### src/rtl/xlat_pkg.sv
package xlat_pkg;
  localparam int MAX_IDX_W = 4;

  typedef struct packed {
    logic                 clearAll;
    logic                 write;
    logic [MAX_IDX_W-1:0] writeIdx;
  } xlatStrobe_t;
endpackage

### src/rtl/xlat_datapath.sv
module xlat_datapath
  import xlat_pkg::*;
#(
  parameter int ENTRIES = 4,
  parameter int VPN_W   = 19,
  parameter int PPN_W   = 15
) (
  input  logic                 clk,
  input  logic                 rstN,
  input  xlatStrobe_t          strobe,
  input  logic [VPN_W-1:0]     lookupVpn,
  input  logic [VPN_W-1:0]     refillVpn,
  input  logic [PPN_W-1:0]     refillPpn,
  output logic                 matchAny,
  output logic                 matchMulti,
  output logic [PPN_W-1:0]     hitPpn,
  output logic                 refillDup,
  output logic [MAX_IDX_W-1:0] refillDupIdx
);
  localparam int IDX_W = (ENTRIES > 1) ? $clog2(ENTRIES) : 1;

  logic [ENTRIES-1:0] validQ;
  logic [VPN_W-1:0]   vpnQ [ENTRIES];
  logic [PPN_W-1:0]   ppnQ [ENTRIES];
  logic [ENTRIES-1:0] lookupMatch;
  logic [ENTRIES-1:0] refillMatch;
  logic [IDX_W-1:0]   selIdx;

  // One storage slot and two comparators per entry
  for (genvar g = 0; g < ENTRIES; g++) begin : gSlot
    assign lookupMatch[g] = validQ[g] && (vpnQ[g] == lookupVpn);
    assign refillMatch[g] = validQ[g] && (vpnQ[g] == refillVpn);

    always_ff @(posedge clk or negedge rstN) begin
      if (!rstN) begin
        validQ[g] <= 1'b0;
        vpnQ[g]   <= '0;
        ppnQ[g]   <= '0;
      end else if (strobe.clearAll) begin
        validQ[g] <= 1'b0;
      end else if (strobe.write && (strobe.writeIdx == MAX_IDX_W'(g))) begin
        validQ[g] <= 1'b1;
        vpnQ[g]   <= refillVpn;
        ppnQ[g]   <= refillPpn;
      end
    end
  end

  // Lowest-index match wins for the lookup result
  always_comb begin
    logic found;
    found  = 1'b0;
    selIdx = '0;
    for (int i = 0; i < ENTRIES; i++) begin
      if (lookupMatch[i] && !found) begin
        found  = 1'b1;
        selIdx = IDX_W'(i);
      end
    end
  end

  // Lowest-index match for the duplicate check on refill
  always_comb begin
    logic found;
    found        = 1'b0;
    refillDupIdx = '0;
    for (int i = 0; i < ENTRIES; i++) begin
      if (refillMatch[i] && !found) begin
        found        = 1'b1;
        refillDupIdx = MAX_IDX_W'(i);
      end
    end
  end

  assign matchAny   = |lookupMatch;
  assign matchMulti = (lookupMatch & (lookupMatch - 1'b1)) != '0;
  assign hitPpn     = ppnQ[selIdx];
  assign refillDup  = |refillMatch;
endmodule

### src/rtl/xlat_control.sv
module xlat_control
  import xlat_pkg::*;
#(
  parameter int ENTRIES = 4
) (
  input  logic                 clk,
  input  logic                 rstN,
  input  logic                 flush,
  input  logic                 refillValid,
  input  logic                 refillDup,
  input  logic [MAX_IDX_W-1:0] refillDupIdx,
  output xlatStrobe_t          strobe
);
  localparam int IDX_W = (ENTRIES > 1) ? $clog2(ENTRIES) : 1;
  localparam logic [IDX_W-1:0] LAST = IDX_W'(ENTRIES - 1);

  logic [IDX_W-1:0] rrPtrQ;
  logic             installNew;

  assign installNew = refillValid && !flush && !refillDup;

  always_ff @(posedge clk or negedge rstN) begin
    if (!rstN)           rrPtrQ <= '0;
    else if (installNew) rrPtrQ <= (rrPtrQ == LAST) ? '0 : rrPtrQ + 1'b1;
  end

  always_comb begin
    strobe.clearAll = flush;
    strobe.write    = refillValid && !flush;
    strobe.writeIdx = refillDup ? refillDupIdx : MAX_IDX_W'(rrPtrQ);
  end
endmodule

### src/rtl/xlat_buffer.sv
module xlat_buffer
  import xlat_pkg::*;
#(
  parameter int ENTRIES = 4,
  parameter int VPN_W   = 19,
  parameter int PPN_W   = 15,
  parameter int OFF_W   = 12
) (
  input  logic                   clk,
  input  logic                   rstN,
  input  logic                   flush,
  input  logic                   lookupValid,
  input  logic [VPN_W+OFF_W-1:0] lookupVaddr,
  output logic                   hit,
  output logic [PPN_W+OFF_W-1:0] physAddr,
  output logic                   missReq,
  output logic [VPN_W-1:0]       missVpn,
  output logic                   multiHit,
  input  logic                   refillValid,
  input  logic [VPN_W-1:0]       refillVpn,
  input  logic [PPN_W-1:0]       refillPpn
);
  xlatStrobe_t          strobe;
  logic                 matchAny;
  logic                 matchMulti;
  logic [PPN_W-1:0]     hitPpn;
  logic                 refillDup;
  logic [MAX_IDX_W-1:0] refillDupIdx;
  logic [VPN_W-1:0]     lookupVpn;
  logic [OFF_W-1:0]     lookupOff;

  assign lookupVpn = lookupVaddr[VPN_W+OFF_W-1:OFF_W];
  assign lookupOff = lookupVaddr[OFF_W-1:0];

  xlat_control #(.ENTRIES(ENTRIES)) uCtrl (
    .clk(clk), .rstN(rstN), .flush(flush), .refillValid(refillValid),
    .refillDup(refillDup), .refillDupIdx(refillDupIdx), .strobe(strobe)
  );

  xlat_datapath #(.ENTRIES(ENTRIES), .VPN_W(VPN_W), .PPN_W(PPN_W)) uData (
    .clk(clk), .rstN(rstN), .strobe(strobe), .lookupVpn(lookupVpn),
    .refillVpn(refillVpn), .refillPpn(refillPpn), .matchAny(matchAny),
    .matchMulti(matchMulti), .hitPpn(hitPpn), .refillDup(refillDup),
    .refillDupIdx(refillDupIdx)
  );

  assign hit      = lookupValid && matchAny;
  assign missReq  = lookupValid && !matchAny;
  assign multiHit = lookupValid && matchMulti;
  assign missVpn  = lookupVpn;
  assign physAddr = hit ? {hitPpn, lookupOff} : '0;
endmodule

### config.mk
export PLATFORM = sky130hd
export DESIGN_NAME = xlat_buffer
export DESIGN_NICKNAME = d
export VERILOG_FILES = /design/src/rtl/xlat_pkg.sv /design/src/rtl/xlat_datapath.sv /design/src/rtl/xlat_control.sv /design/src/rtl/xlat_buffer.sv
export SDC_FILE = /design/constraint.sdc
export NUM_CORES = 1
export LEC_CHECK = 0
export BUFFER_PORTS_ARGS = -buffer_cell sky130_fd_sc_hd__buf_4
export CELL_PAD_IN_SITES_DETAIL_PLACEMENT = 0
export CELL_PAD_IN_SITES_GLOBAL_PLACEMENT = 1
export CORE_MARGIN = 2
export CORE_UTILIZATION = 40
export DETAILED_ROUTE_END_ITERATION = 10
export GPL_ROUTABILITY_DRIVEN = 0
export HOLD_SLACK_MARGIN = 0.02
export PLACE_DENSITY_LB_ADDON = 0.15
export SYNTH_ARGS = -nofsm -noshare
export SYNTH_HDL_FRONTEND = slang
export SYNTH_SLANG_ARGS = --single-unit
### constraint.sdc
create_clock -name clk -period 3 [get_ports clk]
set_input_delay 0.6 -clock clk [delete_from_list [all_inputs] [get_ports clk]]
set_output_delay 0.6 -clock clk [all_outputs]
set_load 0.005 [all_outputs]
; ---- After elaboration in Yosys (flattened, before gate mapping)
; Cells that the tools add are included.
[totals]
out_inout_bits = 49
in_bits = 70
reg_bits = 142
[op_classes]
n_addsub = 2
bitwise = 3
n_lt_le_gt_ge = 1
n_eq_ne = 12
reduce_logical = 44
mux = 26
[op_table]
columns = operator, count
row1 = equality test 19 bit, 8
row2 = binary-select mux 15 bit (select 2 bit), 1
row3 = two-way mux 15 bit, 2
row4 = two-way mux 27 bit, 1
row5 = logical AND 1 bit, 23
row6 = two-way mux 1 bit, 16
row7 = two-way mux 2 bit, 5
row8 = zero test 1 bit, 9
row9 = "equality test 4 x 2 -> 1 bit, second input constant", 2
row10 = AND reduction 2 bit, 4
row11 = nonzero test 2 bit, 4
row12 = OR reduction 4 bit, 2
row13 = AND 4 bit, 1
row14 = "equality test 4 x 1 -> 1 bit, second input constant", 1
row15 = zero test 4 bit, 1
row16 = two-way mux 4 bit, 1
row17 = nonzero test 4 bit, 1
row18 = "subtractor 4 x 1 -> 4 bit, second input constant", 1
row19 = ">= comparator 3 bit, second input constant", 1
row20 = NOT 2 -> 3 bit, 1
row21 = "adder 2 x 1 -> 2 bit, second input constant", 1
row22 = "equality test 2 bit, second input constant", 1
row23 = NOT 1 bit, 1

; ---- Longest topological paths before layout
[logic_depth]
ltp_word = 17
mapped_depth = 9

; ---- Hierarchy
; A second synthesis with hierarchy kept.
[unflattened]
hier_cells = 668
hier_area_um2 = 8157.8
[modules_own_cells]
columns = module, cells_per_inst, n_inst, area_per_inst_um2
row1 = xlat_datapath, 600, 1, 7607.3
row2 = xlat_buffer, 55, 1, 397.9
row3 = xlat_control, 13, 1, 152.6

; ---- Worst setup path after synthesis
; OpenSTA, ideal clock, no wires.
[synth_path]
path_kind = input to output
start = input lookupVaddr[20]
end = output physAddr[12]
arrival_ns = 2.408
path_buffers = 1
path_stages = 8
slack_ns = -0.008
path_cell_list = xnor2_1 nand4_1 or4b_2 o22ai_1 nor3b_2 buf_2 mux2i_1 o22ai_1
[synth_between]
elab_chain_len = 17
[synth_rtl]
columns = item, line_no
row1 = from (decl), xlat_buffer.sv:13  ; input logic [VPN_W+OFF_W-1:0] lookupVaddr,
row2 = equality test 19 bit, xlat_datapath.sv:31  ; assign lookupMatch[g] = validQ[g] && (vpnQ[g] == lookupVpn);
row3 = logical AND 1 bit, xlat_datapath.sv:31
row4 = two-way mux 1 bit, xlat_datapath.sv:55  ; if (lookupMatch[i] && !found) begin
row5 = zero test 1 bit, xlat_datapath.sv:55
row6 = logical AND 1 bit, xlat_datapath.sv:55
row7 = two-way mux 1 bit, xlat_datapath.sv:55
row8 = zero test 1 bit, xlat_datapath.sv:55
row9 = logical AND 1 bit, xlat_datapath.sv:55
row10 = two-way mux 1 bit, xlat_datapath.sv:55
row11 = zero test 1 bit, xlat_datapath.sv:55
row12 = logical AND 1 bit, xlat_datapath.sv:55
row13 = two-way mux 2 bit, xlat_datapath.sv:55
row14 = NOT 2 -> 3 bit (not written as such), xlat_datapath.sv:77  ; assign hitPpn = ppnQ[selIdx];
row15 = binary-select mux 15 bit (select 2 bit), xlat_datapath.sv:77
row16 = two-way mux 15 bit (not written as such) (2 in series), xlat_datapath.sv:77
row17 = two-way mux 27 bit *, xlat_buffer.sv:51  ; assign physAddr = hit ? {hitPpn, lookupOff} : '0;
row18 = to (decl), xlat_buffer.sv:15  ; output logic [PPN_W+OFF_W-1:0] physAddr,
; Mark *: on every way between the ends. The rest lies on a longest branch, timed or not. The select of a mux whose other input is x is not followed.

; ---- Worst setup path after layout
[layout_path]
start = register uData.vpnQ[1] (netlist name)
end = output physAddr[13]
[layout_between]
elab_chain_len = 9
[layout_rtl]
columns = item, line_no
row1 = from (decl), xlat_datapath.sv:23  ; logic [VPN_W-1:0] vpnQ [ENTRIES];
row2 = "from (signal, indexed assignment)", xlat_datapath.sv:43  ; vpnQ[g] <= refillVpn;
row3 = equality test 19 bit *, xlat_datapath.sv:31
row4 = logical AND 1 bit *, xlat_datapath.sv:31
row5 = logical AND 1 bit, xlat_datapath.sv:55
row6 = two-way mux 2 bit, xlat_datapath.sv:55
row7 = NOT 2 -> 3 bit (not written as such), xlat_datapath.sv:77
row8 = binary-select mux 15 bit (select 2 bit), xlat_datapath.sv:77
row9 = two-way mux 15 bit (not written as such) (2 in series), xlat_datapath.sv:77
row10 = two-way mux 27 bit *, xlat_buffer.sv:51
; Marks and branches as above.

==> run_summary.xml <==
<?xml version="1.0" encoding="UTF-8"?>
<metrics>
  <group name="layout">
    <metric name="drive_above_1_share" unit="%">48.03</metric>
    <metric name="synthToLayoutAreaGrowth" unit="%">35.73</metric>
    <metric name="multi_input_comb_area" unit="sq um">4552</metric>
    <metric name="finish.utilization" unit="%">55.07</metric>
    <metric name="layout_commonest_cell" unit="">buf_4</metric>
    <metric name="stdcell_area" unit="sq um">11070</metric>
    <metric name="seq_area" unit="sq um">3560</metric>
    <metric name="layout.cells.most_common_list" unit="">buf_4 (207), dfrtp_1 (137), mux2_2 (107)</metric>
    <metric name="num-fill-cells" unit="">1705</metric>
    <metric name="total_number_of_nets_in_the_final_design" unit="">948</metric>
    <metric name="antenna-diode-count" unit="">0</metric>
  </group>
  <group name="routing">
    <metric name="totalWireLength" unit="microns">25520</metric>
    <metric name="detail_route.drc_violations" unit="">0</metric>
    <metric name="vias" unit="">6115</metric>
    <metric name="detailedRoute.firstIterationViolations" unit="">269</metric>
    <metric name="detail-route-antenna-nets" unit="">0</metric>
    <metric name="drt_first_pass_iters" unit="">4</metric>
    <metric name="vias_per_cell" unit="">5.276</metric>
    <metric name="drt-wirelength-per-cell" unit="microns">22.02</metric>
  </group>
  <group name="logic_synthesis">
    <metric name="yosysWarningCount" unit="">0</metric>
    <metric name="synth.cell_area" unit="sq um">8157</metric>
    <metric name="yosys.area.top_type" unit="">dfrtp_1</metric>
    <metric name="yosysSeqAreaShare" unit="%">43.56</metric>
    <metric name="synth_cell_type_count" unit="">42</metric>
    <metric name="postSynthCellCount" unit="">678</metric>
    <metric name="syn_avg_cell_area" unit="sq um">12.03</metric>
    <metric name="post-synth-top-area-fraction" unit="%">43.56</metric>
    <metric name="synth.ff_latch_count" unit="">142</metric>
    <metric name="synth_nets" unit="">749</metric>
    <metric name="netlist_top_cells_area" unit="">dfrtp_1 (44%), mux2_2 (15%), xor2_1 (9.0%), xnor2_1 (7.3%), mux2_1 (4.3%)</metric>
  </group>
  <group name="worst_setup_path">
    <metric name="critical_path_required" unit="ns">2.40</metric>
    <metric name="critical_path_class" unit="">reg2out</metric>
    <metric name="critical_path_top_delay_cell" unit="">or4b_4</metric>
    <metric name="worstPathCellList" unit="">xnor2_1 -&gt; buf_4 -&gt; nand4_1 -&gt; or4b_4 -&gt; o22ai_4 -&gt; nor3b_4 -&gt; buf_6 -&gt; buf_12 -&gt; buf_16 -&gt; mux2i_1 -&gt; o22ai_1 -&gt; buf_4</metric>
    <metric name="max_stage_delay" unit="ns">0.51</metric>
    <metric name="startpoint_type" unit="">flop</metric>
    <metric name="critPathCaptureType" unit="">output pin</metric>
    <metric name="crit_path_max_fanout" unit="">8</metric>
    <metric name="worstPathArrival" unit="ns">3.00</metric>
    <metric name="critical-path-top-cell-by-count" unit="">buf_4</metric>
  </group>
  <group name="grt">
    <metric name="grt_max_degree" unit="">80</metric>
    <metric name="wire_length_of_the_first_global_routing_pass" unit="microns">38660</metric>
    <metric name="first_global_vias" unit="">6498</metric>
    <metric name="grt_util_all_layers" unit="%">24.06</metric>
    <metric name="antenna_violations_before_repair" unit="">0</metric>
    <metric name="grt-ovfl-total" unit="">0</metric>
  </group>
  <group name="sta">
    <metric name="report.final.hold_viol_count" unit="">0</metric>
    <metric name="min_period" unit="ns">3.598</metric>
    <metric name="timing.fmax" unit="MHz">277.9</metric>
    <metric name="timing_worst_slew_pin_value" unit="ns">0.6193</metric>
    <metric name="rsz0062_at_grt" unit="">true</metric>
    <metric name="layout_worst_path_cycle_share" unit="%">119.9</metric>
    <metric name="timing.hold.ws" unit="ns">0.03138</metric>
    <metric name="maxSlewViolCount" unit="">0</metric>
    <metric name="slew_limit_headroom" unit="%">58.39</metric>
    <metric name="report.final.setup_viol" unit="">28</metric>
    <metric name="fin_skew" unit="ns">0.01137</metric>
    <metric name="fin_ws" unit="ns">-0.5981</metric>
  </group>
  <group name="run_status">
    <metric name="result_of_the_run" unit="">complete, but fails checks</metric>
    <metric name="failed_checks" unit="">negative setup slack</metric>
  </group>
  <group name="run">
    <metric name="timing.max_cap.violations" unit="">0</metric>
  </group>
  <group name="die">
    <metric name="die_height" unit="microns">146.8</metric>
    <metric name="row_count" unit="">52</metric>
    <metric name="initial_core_util" unit="%">40.57</metric>
    <metric name="core_area" unit="sq um">20100</metric>
    <metric name="io_pins" unit="">119</metric>
    <metric name="area_of_the_die" unit="sq um">21550</metric>
    <metric name="die_w" unit="microns">146.8</metric>
  </group>
  <group name="clocking">
    <metric name="holdBufCountCts" unit="">0</metric>
    <metric name="tritoncts_clock_tree" unit="">done</metric>
    <metric name="cts.reportedPaths.clkPinSlew" unit="ns">0.06</metric>
    <metric name="cts-htree-levels" unit="">4</metric>
    <metric name="clockBufferDepth" unit="">2</metric>
    <metric name="insertion_delay" unit="ns">0.43</metric>
    <metric name="clk_root_buffer_cell" unit="">clkbuf_16</metric>
    <metric name="tritoncts.num_buffers" unit="">17</metric>
    <metric name="clock_sinks" unit="">142</metric>
  </group>
  <group name="place">
    <metric name="postPlaceCellArea" unit="sq um">9896</metric>
    <metric name="post-dp-hpwl" unit="microns">18380</metric>
    <metric name="portBuffers" unit="">118</metric>
    <metric name="dpl_worst_slack" unit="ns">-0.5566</metric>
  </group>
  <group name="worst_hold_path">
    <metric name="min-delay-path-class" unit="">in2async</metric>
  </group>
  <group name="power">
    <metric name="p_seq_share" unit="%">37.9</metric>
    <metric name="sw_frac_of_total" unit="%">36.47</metric>
    <metric name="clock_power_share" unit="%">21.2</metric>
    <metric name="switchingPower" unit="mW">3.612</metric>
    <metric name="worst_ir_drop_vdd" unit="uV">515.2</metric>
    <metric name="share_comb_of_total_power" unit="%">40.9</metric>
    <metric name="leakagePower" unit="nW">4.683</metric>
    <metric name="cell_pwr_density" unit="nW/um^2">894.6</metric>
    <metric name="internal_power" unit="mW">6.291</metric>
  </group>
</metrics>
[worst paths after layout]
path | start | end | slack [ns] | cells past startpoint
min in group clk | refillPpn[0] | uData.ppnQ[0] | 0.41 | 2
hold / removal | rstN | uData.vpnQ[25] | 0.03 | 1
hold reg to reg | uData.ppnQ[11] | uData.ppnQ[11] | 0.49 | 1
setup / recovery | uData.vpnQ[1] | physAddr[13] | -0.60 | 12
setup reg to reg | uData.vpnQ[50] | uData.vpnQ[0] | 0.20 | 10
max in group asynchronous | rstN | uData.vpnQ[74] | 2.14 | 2
[final cells by class]
cell class	count	share of cell area (%)
multi-input combinational	475	41.12
sequential	142	32.15
timing repair buffer	236	18.28
clock buffer	19	4.091
tap	270	3.052
clock inverter	12	1.142
inverter	5	0.1695
[repair_timing]
item | CTS | global route
cloned | 4 | 1
buffers inserted | 11 | 2
setup endpoints to repair | 29 | 39
pin swaps | 25 | 17
gates resized for setup | 48 | 24
[logic make-up after synthesis]
kind of cell	synth area share (%)
and+or+nand+nor	9.955
buffers and inverters	4.617
AOI/OAI and AO/OA	2.531
xor gates and xnor gates	16.32
DFF	43.56
adders and majority gates	0.2761
muxes	22.73
[critical path, delay by kind of cell (launching register included)]
kind / cells / cell delay (ns)
simple gates: 3 / 0.82
buf+inv: 5 / 0.73
flops: 1 / 0.40
compound gates: 2 / 0.26
mux: 1 / 0.20
xor+xnor: 1 / 0.16
[state kept, by name, indices dropped and copies added (netlist names)]
| name | count |
|---|---|
| uData.vpnQ | 76 |
| uData.ppnQ | 60 |
| uData.validQ | 4 |
| uCtrl.rrPtrQ | 2 |
[Yosys cell counts]
cell and n:
a211o_1 1, a21o_1 2, a221oi_1 1, a31oi_1 1, and2_1 14, and4_1 1, buf_2 25, buf_4 25
buf_6 3, clkbuf_1 3, dfrtp_1 142, ha_1 1, inv_1 5, maj3_1 1, mux2_1 31, mux2_2 107
mux2i_1 30, nand2_1 4, nand2b_1 1, nand3_1 7, nand3_2 1, nand4_1 32, nand4b_1 2, nor2_1 8
nor2b_1 2, nor3_1 5, nor3_2 1, nor3_4 2, nor3b_2 1, nor4_1 34, nor4b_1 7, nor4b_2 1
o21ai_0 2, o21ai_1 1, o22ai_1 16, o311a_2 1, o311ai_0 1, o311ai_2 2, or4b_1 1, or4b_2 1
xnor2_1 68, xor2_1 84
[power by group through the flow]
stage | Clock [mW] | Sequential (mW) | Combinational [mW]
6_report | 2.10 | 3.75 | 4.05
5_1_grt | 2.22 | 3.87 | 4.34
4_1_cts | 2.13 | 3.70 | 3.93
3_5_place_dp | 0 | 3.70 | 3.75
3_3_place_gp | 0 | 3.64 | 3.68
2_1_floorplan | 0 | 3.51 | 2.33
[stage by stage]
step	power (mW)	std cells	setup TNS (ns)
2_1_floorplan	5.847	678	0
3_3_place_gp	7.317	1111	-10.71
3_5_place_dp	7.440	1111	-11.78
4_1_cts	9.762	1157	-10.03
5_1_grt	10.43	1159	-12.54
6_report	9.904	1159	-9.415
[routing by layer]
metal	up-vias	routed length (microns)	GRT usage, %	share of wire [%]
li1	2829	-	-	-
met1	3066	11200	31.60	44
met2	177	12170	39.04	48
met3	43	1305	4.938	5.1
met4	0	839	9.806	3.3
met5	-	0	0	0
Note: power is estimated with default switching activity, not from simulation.
